`src/rtl/sar_pkg.sv`:
```
package sar_pkg;
   typedef enum logic {
      CH_RIGHT = 1'b0,
      CH_LEFT  = 1'b1
   } chan_e;
endpackage

```
`src/rtl/sar_edge_sync.sv`:
```
module sar_edge_sync #(
   parameter int STAGES = 2
) (
   input  logic clk,
   input  logic rst_n,
   input  logic bck_in,
   input  logic lr_in,
   input  logic sd_in,
   output logic bck_rise,
   output logic lr_s,
   output logic sd_s
);
   localparam int W = 3;

   if (STAGES < 1) begin : g_bad_stages
      $error("sar_edge_sync: STAGES must be at least 1");
   end

   logic [W-1:0] stg [STAGES];
   logic         bck_prev;

   for (genvar i = 0; i < STAGES; i++) begin : g_stage
      if (i == 0) begin : g_first
         always_ff @(posedge clk or negedge rst_n) begin
            if (!rst_n) stg[0] <= '0;
            else        stg[0] <= {bck_in, lr_in, sd_in};
         end
      end else begin : g_next
         always_ff @(posedge clk or negedge rst_n) begin
            if (!rst_n) stg[i] <= '0;
            else        stg[i] <= stg[i-1];
         end
      end
   end

   always_ff @(posedge clk or negedge rst_n) begin
      if (!rst_n) bck_prev <= 1'b0;
      else        bck_prev <= stg[STAGES-1][2];
   end

   assign bck_rise = stg[STAGES-1][2] & ~bck_prev;
   assign lr_s     = stg[STAGES-1][1];
   assign sd_s     = stg[STAGES-1][0];

   // a detected bit-clock edge lasts one system cycle
   a_r1_rise_single: assert property (@(posedge clk) disable iff (!rst_n)
      bck_rise |=> !bck_rise);
endmodule

```
`src/rtl/sar_deser.sv`:
```
module sar_deser
   import sar_pkg::*;
#(
   parameter int WORD_W = 16
) (
   input  logic              clk,
   input  logic              rst_n,
   input  logic              rise,
   input  logic              lr,
   input  logic              sd,
   output logic              wd_valid,
   output chan_e             wd_chan,
   output logic [WORD_W-1:0] wd_data
);
   localparam int CW = $clog2(WORD_W + 1);
   localparam logic [CW-1:0] LAST = CW'(WORD_W - 1);
   localparam logic [CW-1:0] FULL = CW'(WORD_W);

   if (WORD_W < 2) begin : g_bad_width
      $error("sar_deser: WORD_W must be at least 2");
   end

   logic              armed;
   logic              prev_lr;
   logic [CW-1:0]     bit_cnt;
   logic [WORD_W-1:0] shreg;

   always_ff @(posedge clk or negedge rst_n) begin
      if (!rst_n) begin
         armed    <= 1'b0;
         prev_lr  <= 1'b0;
         bit_cnt  <= '0;
         shreg    <= '0;
         wd_valid <= 1'b0;
         wd_chan  <= CH_RIGHT;
         wd_data  <= '0;
      end else begin
         wd_valid <= 1'b0;
         if (rise) begin
            if (!armed) begin
               armed   <= 1'b1;
               prev_lr <= lr;
            end else if (lr != prev_lr) begin
               prev_lr <= lr;
               shreg   <= {{(WORD_W-1){1'b0}}, sd};
               bit_cnt <= CW'(1);
            end else if (bit_cnt != '0 && bit_cnt < FULL) begin
               shreg   <= {shreg[WORD_W-2:0], sd};
               bit_cnt <= bit_cnt + CW'(1);
               if (bit_cnt == LAST) begin
                  wd_valid <= 1'b1;
                  wd_data  <= {shreg[WORD_W-2:0], sd};
                  wd_chan  <= prev_lr ? CH_LEFT : CH_RIGHT;
               end
            end
         end
      end
   end

   // the bit counter never runs past the word width
   a_r3_cnt_bound: assert property (@(posedge clk) disable iff (!rst_n)
      bit_cnt <= FULL);
   // a word strobe is a single-cycle pulse
   a_r4_one_pulse: assert property (@(posedge clk) disable iff (!rst_n)
      wd_valid |=> !wd_valid);
endmodule

```
`src/rtl/sar_zero_det.sv`:
```
module sar_zero_det
   import sar_pkg::*;
#(
   parameter int WORD_W   = 16,
   parameter int ZERO_RUN = 8192
) (
   input  logic              clk,
   input  logic              rst_n,
   input  logic              wd_valid,
   input  chan_e             wd_chan,
   input  logic [WORD_W-1:0] wd_data,
   output logic              zero_flag
);
   localparam int ZCW = $clog2(ZERO_RUN + 1);
   localparam logic [ZCW-1:0] ZMAX = ZCW'(ZERO_RUN);

   if (ZERO_RUN < 1) begin : g_bad_run
      $error("sar_zero_det: ZERO_RUN must be at least 1");
   end

   logic [ZCW-1:0] cnt;
   logic           left_zero;
   logic           nz;

   assign nz = wd_valid && (wd_data != '0);

   always_ff @(posedge clk or negedge rst_n) begin
      if (!rst_n) begin
         cnt       <= '0;
         left_zero <= 1'b0;
      end else if (wd_valid) begin
         if (wd_data != '0) begin
            cnt       <= '0;
            left_zero <= 1'b0;
         end else if (wd_chan == CH_LEFT) begin
            left_zero <= 1'b1;
         end else begin
            left_zero <= 1'b0;
            if (left_zero && cnt != ZMAX) cnt <= cnt + ZCW'(1);
         end
      end
   end

   assign zero_flag = (cnt == ZMAX);

   // the silence count saturates at its terminal value
   a_r7_sat: assert property (@(posedge clk) disable iff (!rst_n)
      cnt <= ZMAX);
   // the flag persists while no nonzero word arrives
   a_r7_hold: assert property (@(posedge clk) disable iff (!rst_n)
      zero_flag && !nz |=> zero_flag);
   // a nonzero word drops the flag and the count
   a_r8_drop: assert property (@(posedge clk) disable iff (!rst_n)
      nz |=> !zero_flag && cnt == '0);
endmodule

```
`src/rtl/serial_audio_rx.sv`:
```
module serial_audio_rx
   import sar_pkg::*;
#(
   parameter int WORD_W      = 16,
   parameter int ZERO_RUN    = 8192,
   parameter int SYNC_STAGES = 2
) (
   input  logic              clk,
   input  logic              rst_n,
   input  logic              bit_clk,
   input  logic              word_clk,
   input  logic              ser_data,
   output logic              smp_valid,
   output logic              smp_left,
   output logic [WORD_W-1:0] smp_data,
   output logic              zero_flag
);
   logic  bck_rise, lr_s, sd_s;
   chan_e chan;

   sar_edge_sync #(.STAGES(SYNC_STAGES)) u_sync (
      .clk      (clk),
      .rst_n    (rst_n),
      .bck_in   (bit_clk),
      .lr_in    (word_clk),
      .sd_in    (ser_data),
      .bck_rise (bck_rise),
      .lr_s     (lr_s),
      .sd_s     (sd_s)
   );

   sar_deser #(.WORD_W(WORD_W)) u_deser (
      .clk      (clk),
      .rst_n    (rst_n),
      .rise     (bck_rise),
      .lr       (lr_s),
      .sd       (sd_s),
      .wd_valid (smp_valid),
      .wd_chan  (chan),
      .wd_data  (smp_data)
   );

   sar_zero_det #(.WORD_W(WORD_W), .ZERO_RUN(ZERO_RUN)) u_zero (
      .clk       (clk),
      .rst_n     (rst_n),
      .wd_valid  (smp_valid),
      .wd_chan   (chan),
      .wd_data   (smp_data),
      .zero_flag (zero_flag)
   );

   assign smp_left = (chan == CH_LEFT);
endmodule

```
`config.mk`:
```
export PLATFORM = sky130hd
export DESIGN_NAME = serial_audio_rx
export DESIGN_NICKNAME = d
export VERILOG_FILES = /design/src/rtl/sar_pkg.sv /design/src/rtl/sar_edge_sync.sv /design/src/rtl/sar_deser.sv /design/src/rtl/sar_zero_det.sv /design/src/rtl/serial_audio_rx.sv
export SDC_FILE = /design/constraint.sdc
export NUM_CORES = 1
export LEC_CHECK = 0
export BUFFER_PORTS_ARGS = -buffer_cell sky130_fd_sc_hd__buf_2
export CAP_MARGIN = 20
export CORE_MARGIN = 3
export CORE_UTILIZATION = 30
export CTS_CLUSTER_DIAMETER = 200
export DETAILED_ROUTE_END_ITERATION = 8
export GPL_TIMING_DRIVEN = 0
export HOLD_SLACK_MARGIN = 0.12
export RECOVER_POWER = 25
export SYNTH_ARGS = -nofsm -noshare
export SYNTH_HDL_FRONTEND = slang
export SYNTH_HIERARCHICAL = 1
export SYNTH_SLANG_ARGS = --single-unit
export TNS_END_PERCENT = 30
```
`constraint.sdc`:
```
create_clock -name clk -period 2.67 [get_ports clk]
set_input_delay 0.534 -clock clk [delete_from_list [all_inputs] [get_ports clk]]
set_output_delay 0.534 -clock clk [all_outputs]
set_load 0.01 [all_outputs]
```
==> impl_metrics.env, run 1 <==
export IMPL_ios=24
export IMPL_dr_pass1_iters=4
export IMPL_synthesis_area_sq_um=2800
export IMPL_hold_violations=0
export IMPL_clk_pin_slew_ns=0.08
export IMPL_portBuffers=23
export IMPL_synth_warnings=6
export IMPL_min_period_ns=2.26
export IMPL_synth_cell_types=45
export IMPL_wirelength_mm=5.43
export IMPL_fin_worst_skew_ns=0.00818
export IMPL_grt_overflow_total=0
export IMPL_worstPathArrival_ns=2.48
export IMPL_vdd_drop_max_v=0.000380
export IMPL_synth_top_cell_area_share_pct=55.5
export IMPL_die_w_um=103
export IMPL_synth_seq_cells=62
export IMPL_max_stage_delay_ns=0.56
export IMPL_antenna_found_initial=0
export IMPL_violations="capacitance limit, slew limit"
export IMPL_gp_congestion=0.782
export IMPL_start_util_pct=31.5
export IMPL_ant_nets=0
export IMPL_path_max_fanout=10
export IMPL_wl_per_cell_um=14.9
export IMPL_worstPathCellList="ha_1, and3_1, ha_1, nand3_1, nor4_4, buf_6, mux2_2"
export IMPL_chipHeight_um=103
export IMPL_clkSinkCount=62
export IMPL_grt_pass1_vias=1846
export IMPL_max_freq_ghz=0.443
export IMPL_ctsHoldBuffers=0
export IMPL_avgViaCountPerCell=5.10
export IMPL_final_cell_mix="dfrtp_1 (62), buf_2 (25), a22o_1 (24)"
export IMPL_setup_viol=0
export IMPL_max_cap_violations=1
export IMPL_run_status="finished, violations left"
export IMPL_end_kind="register"
export IMPL_seq_area_frac_synth_pct=55.5
export IMPL_synthTopCellsByArea="dfrtp_1 (55%), mux2_2 (8.1%), a22o_1 (7.5%)"
export IMPL_final_max_slew_viol_count=62
export IMPL_synthesis_nets=227
export IMPL_grt_usage_pct=12.0
export IMPL_areaGrowthSynthToFinish_pct=15.6
export IMPL_rows=34
export IMPL_path_class="register to register"
export IMPL_critPathRequiredTime_ns=2.89
export IMPL_path_buf_inv=1
export IMPL_cp_startpoint="u_deser/bit_cnt[1]$_DFFE_PN0P_"
export IMPL_yosysTopAreaCell="dfrtp_1"
export IMPL_mostFrequentLayoutCell="dfrtp_1"
export IMPL_drive_gt1_share_pct=31.3
export IMPL_cts_setup_buffers=0
export IMPL_cts_tree="yes"
export IMPL_grt_start_max_net_pins=63
export IMPL_tns_ns=0
export IMPL_clockBufferDepth=2
export IMPL_whs_ns=0.296
export IMPL_drt_initial_drc_count=95
export IMPL_clock_latency_ns=0.34
export IMPL_grt_pass1_wl_mm=9.72
export IMPL_drc=0
export IMPL_timing_final_crit_share_pct=84.6
export IMPL_netlist_instances=217
export IMPL_fin_nets=261
export IMPL_p_leak_nw=1.52
export IMPL_diodes=0
export IMPL_fp_coreArea_sq_um=8890
export IMPL_r2r_start="u_deser/bit_cnt[1]$_DFFE_PN0P_"
export IMPL_cts_root_buf="clkbuf_8"
export IMPL_hold_path_class="primary input to register"
export IMPL_cp_top_family="simple AND/OR/NAND/NOR gates"
export IMPL_die_area_sq_um=10500
export IMPL_cts_made_buffers=9
export IMPL_avgSynthCellArea_sq_um=12.9
export IMPL_rsz0062_at_grt="false"
export IMPL_cpMaxStageDelayCell="nor4_4"
export IMPL_h_tree_depth=3
export IMPL_worstMarginPinSlew_ns=1.51
export IMPL_place_hpwl_mm=3.75
export IMPL_power_per_cell_area_nw_per_um2=614
export IMPL_post_cts_resize_count=0
export IMPL_start_kind="register"
export IMPL_maxSlewHeadroom_pct=-0.541
export IMPL_cp_common_cell="ha_1"
export IMPL_hold_start="ser_data"
export IMPL_vias=1857
[path summary, 6_finish.rpt]
check / to / slack, ns / cells after the start
worst min register to register: u_sync/sd_s$_DFF_PN0_ / 0.35 / 0
worst max-delay path: u_deser/wd_data[5]$_DFFE_PN0P_ / 0.41 / 7
worst min-delay path: u_sync/stg[3]$_DFF_PN0_ / 0.30 / 1
min in group asynchronous: u_deser/wd_data[5]$_DFFE_PN0P_ / 0.55 / 1
worst max register to register: u_deser/wd_data[5]$_DFFE_PN0P_ / 0.41 / 7
max in group asynchronous: u_deser/wd_valid$_DFF_PN0_ / 1.21 / 1
[cells by family after synthesis]
kind of cell | synth area share, %
AO/OA/AOI/OAI | 13.2
AND/OR/NAND/NOR | 17.0
flip-flops | 55.5
adder cells (fa/ha/maj) | 2.24
buffers and inverters | 2.41
XOR/XNOR | 0.582
multiplexers | 9.12
[synth_stat cells, drive strengths merged]
master,count
nor2,8
nor4,14
and4,2
o211a,1
nor3b,2
dfrtp,62
o2bb2ai,3
o21a,1
and4b,1
nand4,4
nand2,8
clkbuf,1
mux2i,3
nor4b,4
and2,1
nand4b,1
or2,1
inv,8
a211o,1
nor3,8
nand3,3
nand3b,2
a2bb2oi,2
o31a,1
a21o,2
and3,1
a22o,24
o21ai,11
a21oi,1
nor2b,5
mux2,20
ha,5
xor2,1
buf,5
[state kept, by name, indices dropped and copies added, names as in the netlist]
register and flops:
u_deser/wd_data 16, u_sync/sd_s 1, u_deser/wd_chan 1, u_zero/left_zero 1
u_deser/wd_valid 1, u_deser/bit_cnt 5, u_deser/shreg 15, u_deser/armed 1
u_sync/lr_s 1, u_zero/cnt 14, u_sync/bck_prev 1, u_sync/stg 4
u_deser/prev_lr 1
[power by group]
| group | internal (W) | switching, W |
|---|---|---|
| combinational | 0.0000806 | 0.000105 |
| sequential | 0.000983 | 0.0000414 |
| clock | 0.000359 | 0.000416 |
[per-layer routing]
layer,track usage (%),vias up,part of all wire (%)
met5,0,-,0
met4,3.94,0,0.88
met3,3.79,4,3.5
met2,16.9,33,44
met1,17.4,927,52
li1,-,893,-
[through the flow]
stage	area, sq um	total power, W	worst slack [ns]	util [%]	cells
4_1_cts	3240	0.00202	0.382	36.4	364
2_1_floorplan	2800	0.00117	0.745	-	217
6_report	3230	0.00199	0.412	36.4	364
3_3_place_gp	3050	0.00123	0.405	34.3	348
5_1_grt	3230	0.00210	0.241	36.4	364
3_5_place_dp	3050	0.00123	0.409	34.3	348
[worst reg2reg max path: stages, from the launching register on]
cell and delay, ns:
dfrtp_1 0.39, ha_1 0.20, and3_1 0.16, ha_1 0.14
nand3_1 0.10, nor4_4 0.56, buf_6 0.25, mux2_2 0.34
[layout make-up]
type,count,area [sq um]
plain buffers,6,37.5
clock buffers,9,124
clock inverters,7,62.6
fillers,851,5660
inverters,8,30.0
multi-input cells,141,1180
flip-flops and latches,62,1550
well taps,108,135
repair buffers,23,115
Power figures use the tool's default switching activity.
==> run 2: changes to the inputs <==
==> constraint.sdc (replaced) <==
create_clock -name clk -period 2.3 [get_ports clk]
set_input_delay 0.46 -clock clk [delete_from_list [all_inputs] [get_ports clk]]
set_output_delay 0.46 -clock clk [all_outputs]
set_load 0.01 [all_outputs]
==> impl_metrics.env, run 2 (same netlist as run 1, synthesis figures left out) <==
export IMPL_run_status="finished, violations left"
export IMPL_violations="capacitance limit, slew limit"
export IMPL_cts_made_buffers=9
export IMPL_worstMarginPinSlew_ns=1.51
export IMPL_drive_gt1_share_pct=32.0
export IMPL_fin_nets=264
export IMPL_cp_top_family="flip-flops"
export IMPL_drt_initial_drc_count=112
export IMPL_cts_setup_buffers=0
export IMPL_max_stage_delay_ns=0.41
export IMPL_setup_viol=0
export IMPL_h_tree_depth=3
export IMPL_r2r_cells=7
export IMPL_clockBufferDepth=2
export IMPL_vias=1873
export IMPL_start_kind="register"
export IMPL_tns_ns=0
export IMPL_start_util_pct=31.5
export IMPL_maxSlewHeadroom_pct=-0.842
export IMPL_rsz0062_at_grt="false"
export IMPL_gp_congestion=0.782
export IMPL_path_depth=6
export IMPL_clock_latency_ns=0.34
export IMPL_min_period_ns=2.12
export IMPL_path_class="register to output port"
export IMPL_clkSinkCount=62
export IMPL_die_area_sq_um=10500
export IMPL_grt_pass1_vias=1846
export IMPL_timing_final_crit_share_pct=92.1
export IMPL_worstPathArrival_ns=1.66
export IMPL_power_per_cell_area_nw_per_um2=708
export IMPL_place_hpwl_mm=3.75
export IMPL_critPathRequiredTime_ns=1.84
export IMPL_portBuffers=23
export IMPL_chipHeight_um=103
export IMPL_regMostFlops="u_deser/wd_data"
export IMPL_grt_usage_pct=12.0
export IMPL_grt_pass1_wl_mm=9.72
export IMPL_max_cap_violations=1
export IMPL_max_freq_ghz=0.472
export IMPL_drc=0
export IMPL_holdPathStages=1
export IMPL_path_max_fanout=5
export IMPL_reg2reg_setup_slack_ns=0.20
export IMPL_rows=34
export IMPL_p_leak_nw=1.53
export IMPL_grt_overflow_total=0
export IMPL_ant_nets=0
export IMPL_post_cts_resize_count=0
export IMPL_final_cell_mix="dfrtp_1 (62), buf_2 (25), a22o_1 (24)"
export IMPL_wl_per_cell_um=14.9
export IMPL_final_max_slew_viol_count=63
export IMPL_reg2reg_to="u_deser/wd_data[0]$_DFFE_PN0P_"
export IMPL_antenna_found_initial=0
export IMPL_cpMaxStageDelayCell="dfrtp_1"
export IMPL_final_util_pct=36.6
export IMPL_fp_coreArea_sq_um=8890
export IMPL_path_buf_inv=3
export IMPL_avgViaCountPerCell=5.10
export IMPL_hold_start="ser_data"
export IMPL_areaGrowthSynthToFinish_pct=16.4
export IMPL_ios=24
export IMPL_grt_start_max_net_pins=63
export IMPL_dr_pass1_iters=4
export IMPL_reg_largest_list="u_deser/wd_data: 16 flops, u_deser/shreg: 15 flops, u_zero/cnt: 14 flops"
export IMPL_ctsHoldBuffers=0
export IMPL_holdPathEnd="u_sync/stg[3]$_DFF_PN0_"
export IMPL_cts_root_buf="clkbuf_8"
export IMPL_die_w_um=103
export IMPL_end_kind="output port"
export IMPL_mostFrequentLayoutCell="dfrtp_1"
export IMPL_clk_pin_slew_ns=0.08
export IMPL_r2r_start="u_deser/bit_cnt[1]$_DFFE_PN0P_"
export IMPL_hold_path_class="primary input to register"
export IMPL_worstPathCellList="inv_1, ha_1, nor3b_1, and4_1, buf_2, buf_2"
export IMPL_diodes=0
export IMPL_cts_tree="yes"
export IMPL_largest_register_ff_count=16
export IMPL_vdd_drop_max_v=0.000441
export IMPL_cp_common_cell="buf_2"
export IMPL_fin_worst_skew_ns=0.00817
export IMPL_hold_violations=0
export IMPL_wirelength_mm=5.47
run 2: changes by cell type in the layout (fill, tap and decap cells not counted):
cell   before  now
buf_4       1    4
run 2: final cells by class:
cell class | instances | area [sq um]
Fill cell | 847 | 5630
Clock buffer | 9 | 124
Sequential cell | 62 | 1550
Clock inverter | 7 | 62.6
Multi-Input combinational cell | 141 | 1180
Timing Repair Buffer | 26 | 138
Buffer | 6 | 37.5
Inverter | 8 | 30.0
Tap cell | 108 | 135
run 2: how the worst max path moves through the flow:
stage,start,slack (ns),endpoint
after floorplan,u_deser/bit_cnt[1]$_DFFE_PN0P_,0.37,u_deser/wd_data[10]$_DFFE_PN0P_
after global placement,u_deser/bit_cnt[1]$_DFFE_PN0P_,0.04,u_deser/wd_data[4]$_DFFE_PN0P_
after detailed placement,u_deser/bit_cnt[1]$_DFFE_PN0P_,0.04,u_deser/wd_data[10]$_DFFE_PN0P_
after CTS,u_deser/bit_cnt[1]$_DFFE_PN0P_,0.01,u_deser/wd_data[6]$_DFFE_PN0P_
after global routing,u_zero/cnt[0]$_DFFE_PN0P_,0.04,zero_flag
final,u_zero/cnt[0]$_DFFE_PN0P_,0.18,zero_flag
run 2: metal layers:
metal / global-route usage, % / share of wire [%] / wire length [um] / vias to the layer above
met3: 3.79 / 3.6 / 199 / 6
met5: 0 / 0 / 0 / -
met1: 17.4 / 51 / 2810 / 934
li1: - / - / - / 900
met2: 16.9 / 44 / 2400 / 33
met4: 3.94 / 1.2 / 64 / 0
run 2: power by group:
| group | switching [W] | total [W] | internal [W] |
|---|---|---|---|
| combinational | 0.000122 | 0.000216 | 0.0000936 |
| clock | 0.000482 | 0.000899 | 0.000417 |
| sequential | 0.0000481 | 0.00119 | 0.00114 |
| total | 0.000653 | 0.00230 | 0.00165 |
run 2: stage by stage:
step / setup slack [ns] / instance area, sq um / power, W / hold WS (ns) / instances
after floorplan: 0.375 / 2800 / 0.00136 / 0.164 / 217
after global placement: 0.0352 / 3050 / 0.00142 / 0.334 / 348
after detailed placement: 0.0389 / 3050 / 0.00143 / 0.339 / 348
after CTS: 0.0119 / 3240 / 0.00234 / 0.201 / 364
after global routing: 0.0432 / 3260 / 0.00244 / 0.203 / 367
final: 0.181 / 3260 / 0.00230 / 0.219 / 367
==> run 3: changes to the inputs <==
--- a/config.mk
+++ b/config.mk
@@ -13,7 +13,8 @@
 export DETAILED_ROUTE_END_ITERATION = 8
 export GPL_TIMING_DRIVEN = 0
 export HOLD_SLACK_MARGIN = 0.12
-export RECOVER_POWER = 25
+export RECOVER_POWER = 100
+export SKIP_CTS_REPAIR_TIMING = 1
 export SYNTH_ARGS = -nofsm -noshare
 export SYNTH_HDL_FRONTEND = slang
 export SYNTH_HIERARCHICAL = 1
==> constraint.sdc (replaced) <==
create_clock -name clk -period 2.5 [get_ports clk]
set_input_delay 0.5 -clock clk [delete_from_list [all_inputs] [get_ports clk]]
set_output_delay 0.5 -clock clk [all_outputs]
set_load 0.01 [all_outputs]
==> impl_metrics.env, run 3 (same netlist as run 1, synthesis figures left out) <==
export IMPL_grt_overflow_total=0
export IMPL_die_w_um=103
export IMPL_mostFrequentLayoutCell="dfrtp_1"
export IMPL_switchingPower_w=0.000596
export IMPL_fp_coreArea_sq_um=8890
export IMPL_reg2reg_setup_slack_ns=0.22
export IMPL_cts_root_buf="clkbuf_8"
export IMPL_power_per_cell_area_nw_per_um2=665
export IMPL_cts_tree="yes"
export IMPL_pre_cts_ws_ns=0.239
export IMPL_reg2reg_to="u_deser/shreg[0]$_DFFE_PN0P_"
export IMPL_ant_nets=0
export IMPL_maxSlewHeadroom_pct=-1.28
export IMPL_r2r_start="u_deser/bit_cnt[0]$_DFFE_PN0P_"
export IMPL_violations="capacitance limit, slew limit"
export IMPL_ios=24
export IMPL_worstPathArrival_ns=2.51
export IMPL_setup_viol=0
export IMPL_grt_pass1_vias=1846
export IMPL_wl_per_cell_um=15.0
export IMPL_intPower_w=0.00152
export IMPL_grt_pass1_wl_mm=9.72
export IMPL_clk_pin_slew_ns=0.08
export IMPL_drt_initial_drc_count=98
export IMPL_h_tree_depth=3
export IMPL_clkSinkCount=62
export IMPL_fin_nets=261
export IMPL_hold_start="ser_data"
export IMPL_timing_final_crit_share_pct=91.3
export IMPL_path_class="register to register"
export IMPL_comb_power_share_pct=9.3
export IMPL_grt_start_max_net_pins=63
export IMPL_drive_gt1_share_pct=21.1
export IMPL_reg_largest_list="u_deser/wd_data: 16 flops, u_deser/shreg: 15 flops, u_zero/cnt: 14 flops"
export IMPL_netSwitchingFraction_pct=28.2
export IMPL_rsz0062_at_grt="false"
export IMPL_p_leak_nw=1.42
export IMPL_run_status="finished, violations left"
export IMPL_start_kind="register"
export IMPL_hold_violations=0
export IMPL_clock_latency_ns=0.34
export IMPL_critPathRequiredTime_ns=2.73
export IMPL_largest_register_ff_count=16
export IMPL_hold_path_class="primary input to register"
export IMPL_portBuffers=23
export IMPL_clockPowerShare_pct=39.0
export IMPL_final_setup_worst_slack_ns=0.218
export IMPL_holdPathEnd="u_sync/stg[3]$_DFF_PN0_"
export IMPL_stdcell_area_sq_um=3180
export IMPL_start_util_pct=31.5
export IMPL_vias=1878
export IMPL_vdd_drop_max_v=0.000405
export IMPL_die_area_sq_um=10500
export IMPL_r2r_cells=5
export IMPL_chipHeight_um=103
export IMPL_max_cap_violations=1
export IMPL_max_freq_ghz=0.438
export IMPL_min_period_ns=2.28
export IMPL_drc=0
export IMPL_end_kind="register"
export IMPL_antenna_found_initial=0
export IMPL_holdPathStages=1
export IMPL_place_hpwl_mm=3.75
export IMPL_clockBufferDepth=2
export IMPL_place_area_sq_um=3050
export IMPL_fin_worst_skew_ns=0.00812
export IMPL_seq_power_share_pct=51.7
export IMPL_cts_made_buffers=9
export IMPL_worstMarginPinSlew_ns=1.52
export IMPL_dr_pass1_iters=4
export IMPL_final_cell_mix="dfrtp_1 (62), a22o_1 (24), clkbuf_1 (21)"
export IMPL_path_max_fanout=8
export IMPL_gp_congestion=0.782
export IMPL_power_total_w=0.00211
export IMPL_avgViaCountPerCell=5.16
export IMPL_diodes=0
export IMPL_tns_ns=0
export IMPL_grt_usage_pct=12.0
export IMPL_final_max_slew_viol_count=63
export IMPL_areaGrowthSynthToFinish_pct=13.6
export IMPL_regMostFlops="u_deser/wd_data"
export IMPL_rows=34
export IMPL_wirelength_mm=5.46
==> run 3: how the worst max path moves through the flow <==
stage / start / cells after the start / slack, ns / to
final: u_deser/bit_cnt[0]$_DFFE_PN0P_ / 5 / 0.22 / u_deser/shreg[0]$_DFFE_PN0P_
after global routing: u_deser/bit_cnt[0]$_DFFE_PN0P_ / 5 / 0.06 / u_deser/shreg[0]$_DFFE_PN0P_
after CTS: u_deser/bit_cnt[1]$_DFFE_PN0P_ / 7 / 0.21 / u_deser/wd_data[6]$_DFFE_PN0P_
after floorplan: u_deser/bit_cnt[1]$_DFFE_PN0P_ / 7 / 0.57 / u_deser/wd_data[10]$_DFFE_PN0P_
after global placement: u_deser/bit_cnt[1]$_DFFE_PN0P_ / 7 / 0.24 / u_deser/wd_data[4]$_DFFE_PN0P_
after detailed placement: u_deser/bit_cnt[1]$_DFFE_PN0P_ / 7 / 0.24 / u_deser/wd_data[10]$_DFFE_PN0P_
==> run 3: stage by stage <==
step	hold WS [ns]	util [%]	cells
2_1_floorplan	0.204	-	217
3_3_place_gp	0.334	34.3	348
3_5_place_dp	0.339	34.3	348
4_1_cts	0.241	36.4	364
5_1_grt	0.243	35.7	364
6_report	0.261	35.7	364
==> run 3: per-layer routing <==
| metal | wire, um | global-route usage, % | part of all wire (%) |
|---|---|---|---|
| met3 | 194 | 3.79 | 3.6 |
| met4 | 63 | 3.94 | 1.2 |
| met2 | 2360 | 16.9 | 43 |
| met1 | 2840 | 17.4 | 52 |
| met5 | 0 | 0 | 0 |
==> run 3: area by class of cell <==
type                       instances  area [sq um]
buffer                             6          35.0
clock buffer                       9           124
clock inverter                     7          62.6
fill                             867          5710
inverter                           8          30.0
multi-input combinational        141          1150
sequential                        62          1550
tap                              108           135
timing repair buffer              23          92.6
==> run 3: power groups by stage <==
stage | Clock [W] | Combinational, W | Sequential (W)
2_1_floorplan | 0 | 0.000149 | 0.00110
3_3_place_gp | 0 | 0.000197 | 0.00111
3_5_place_dp | 0 | 0.000204 | 0.00111
4_1_cts | 0.000857 | 0.000204 | 0.00110
5_1_grt | 0.000911 | 0.000227 | 0.00110
6_report | 0.000823 | 0.000196 | 0.00109
==> run 3: worst max-delay path, stage by stage, from the launching register on <==
cell and delay (ns):
dfrtp_1 0.40, inv_1 0.10, ha_1 0.15, nor3b_1 0.73, a2bb2oi_2 0.41, mux2_2 0.38
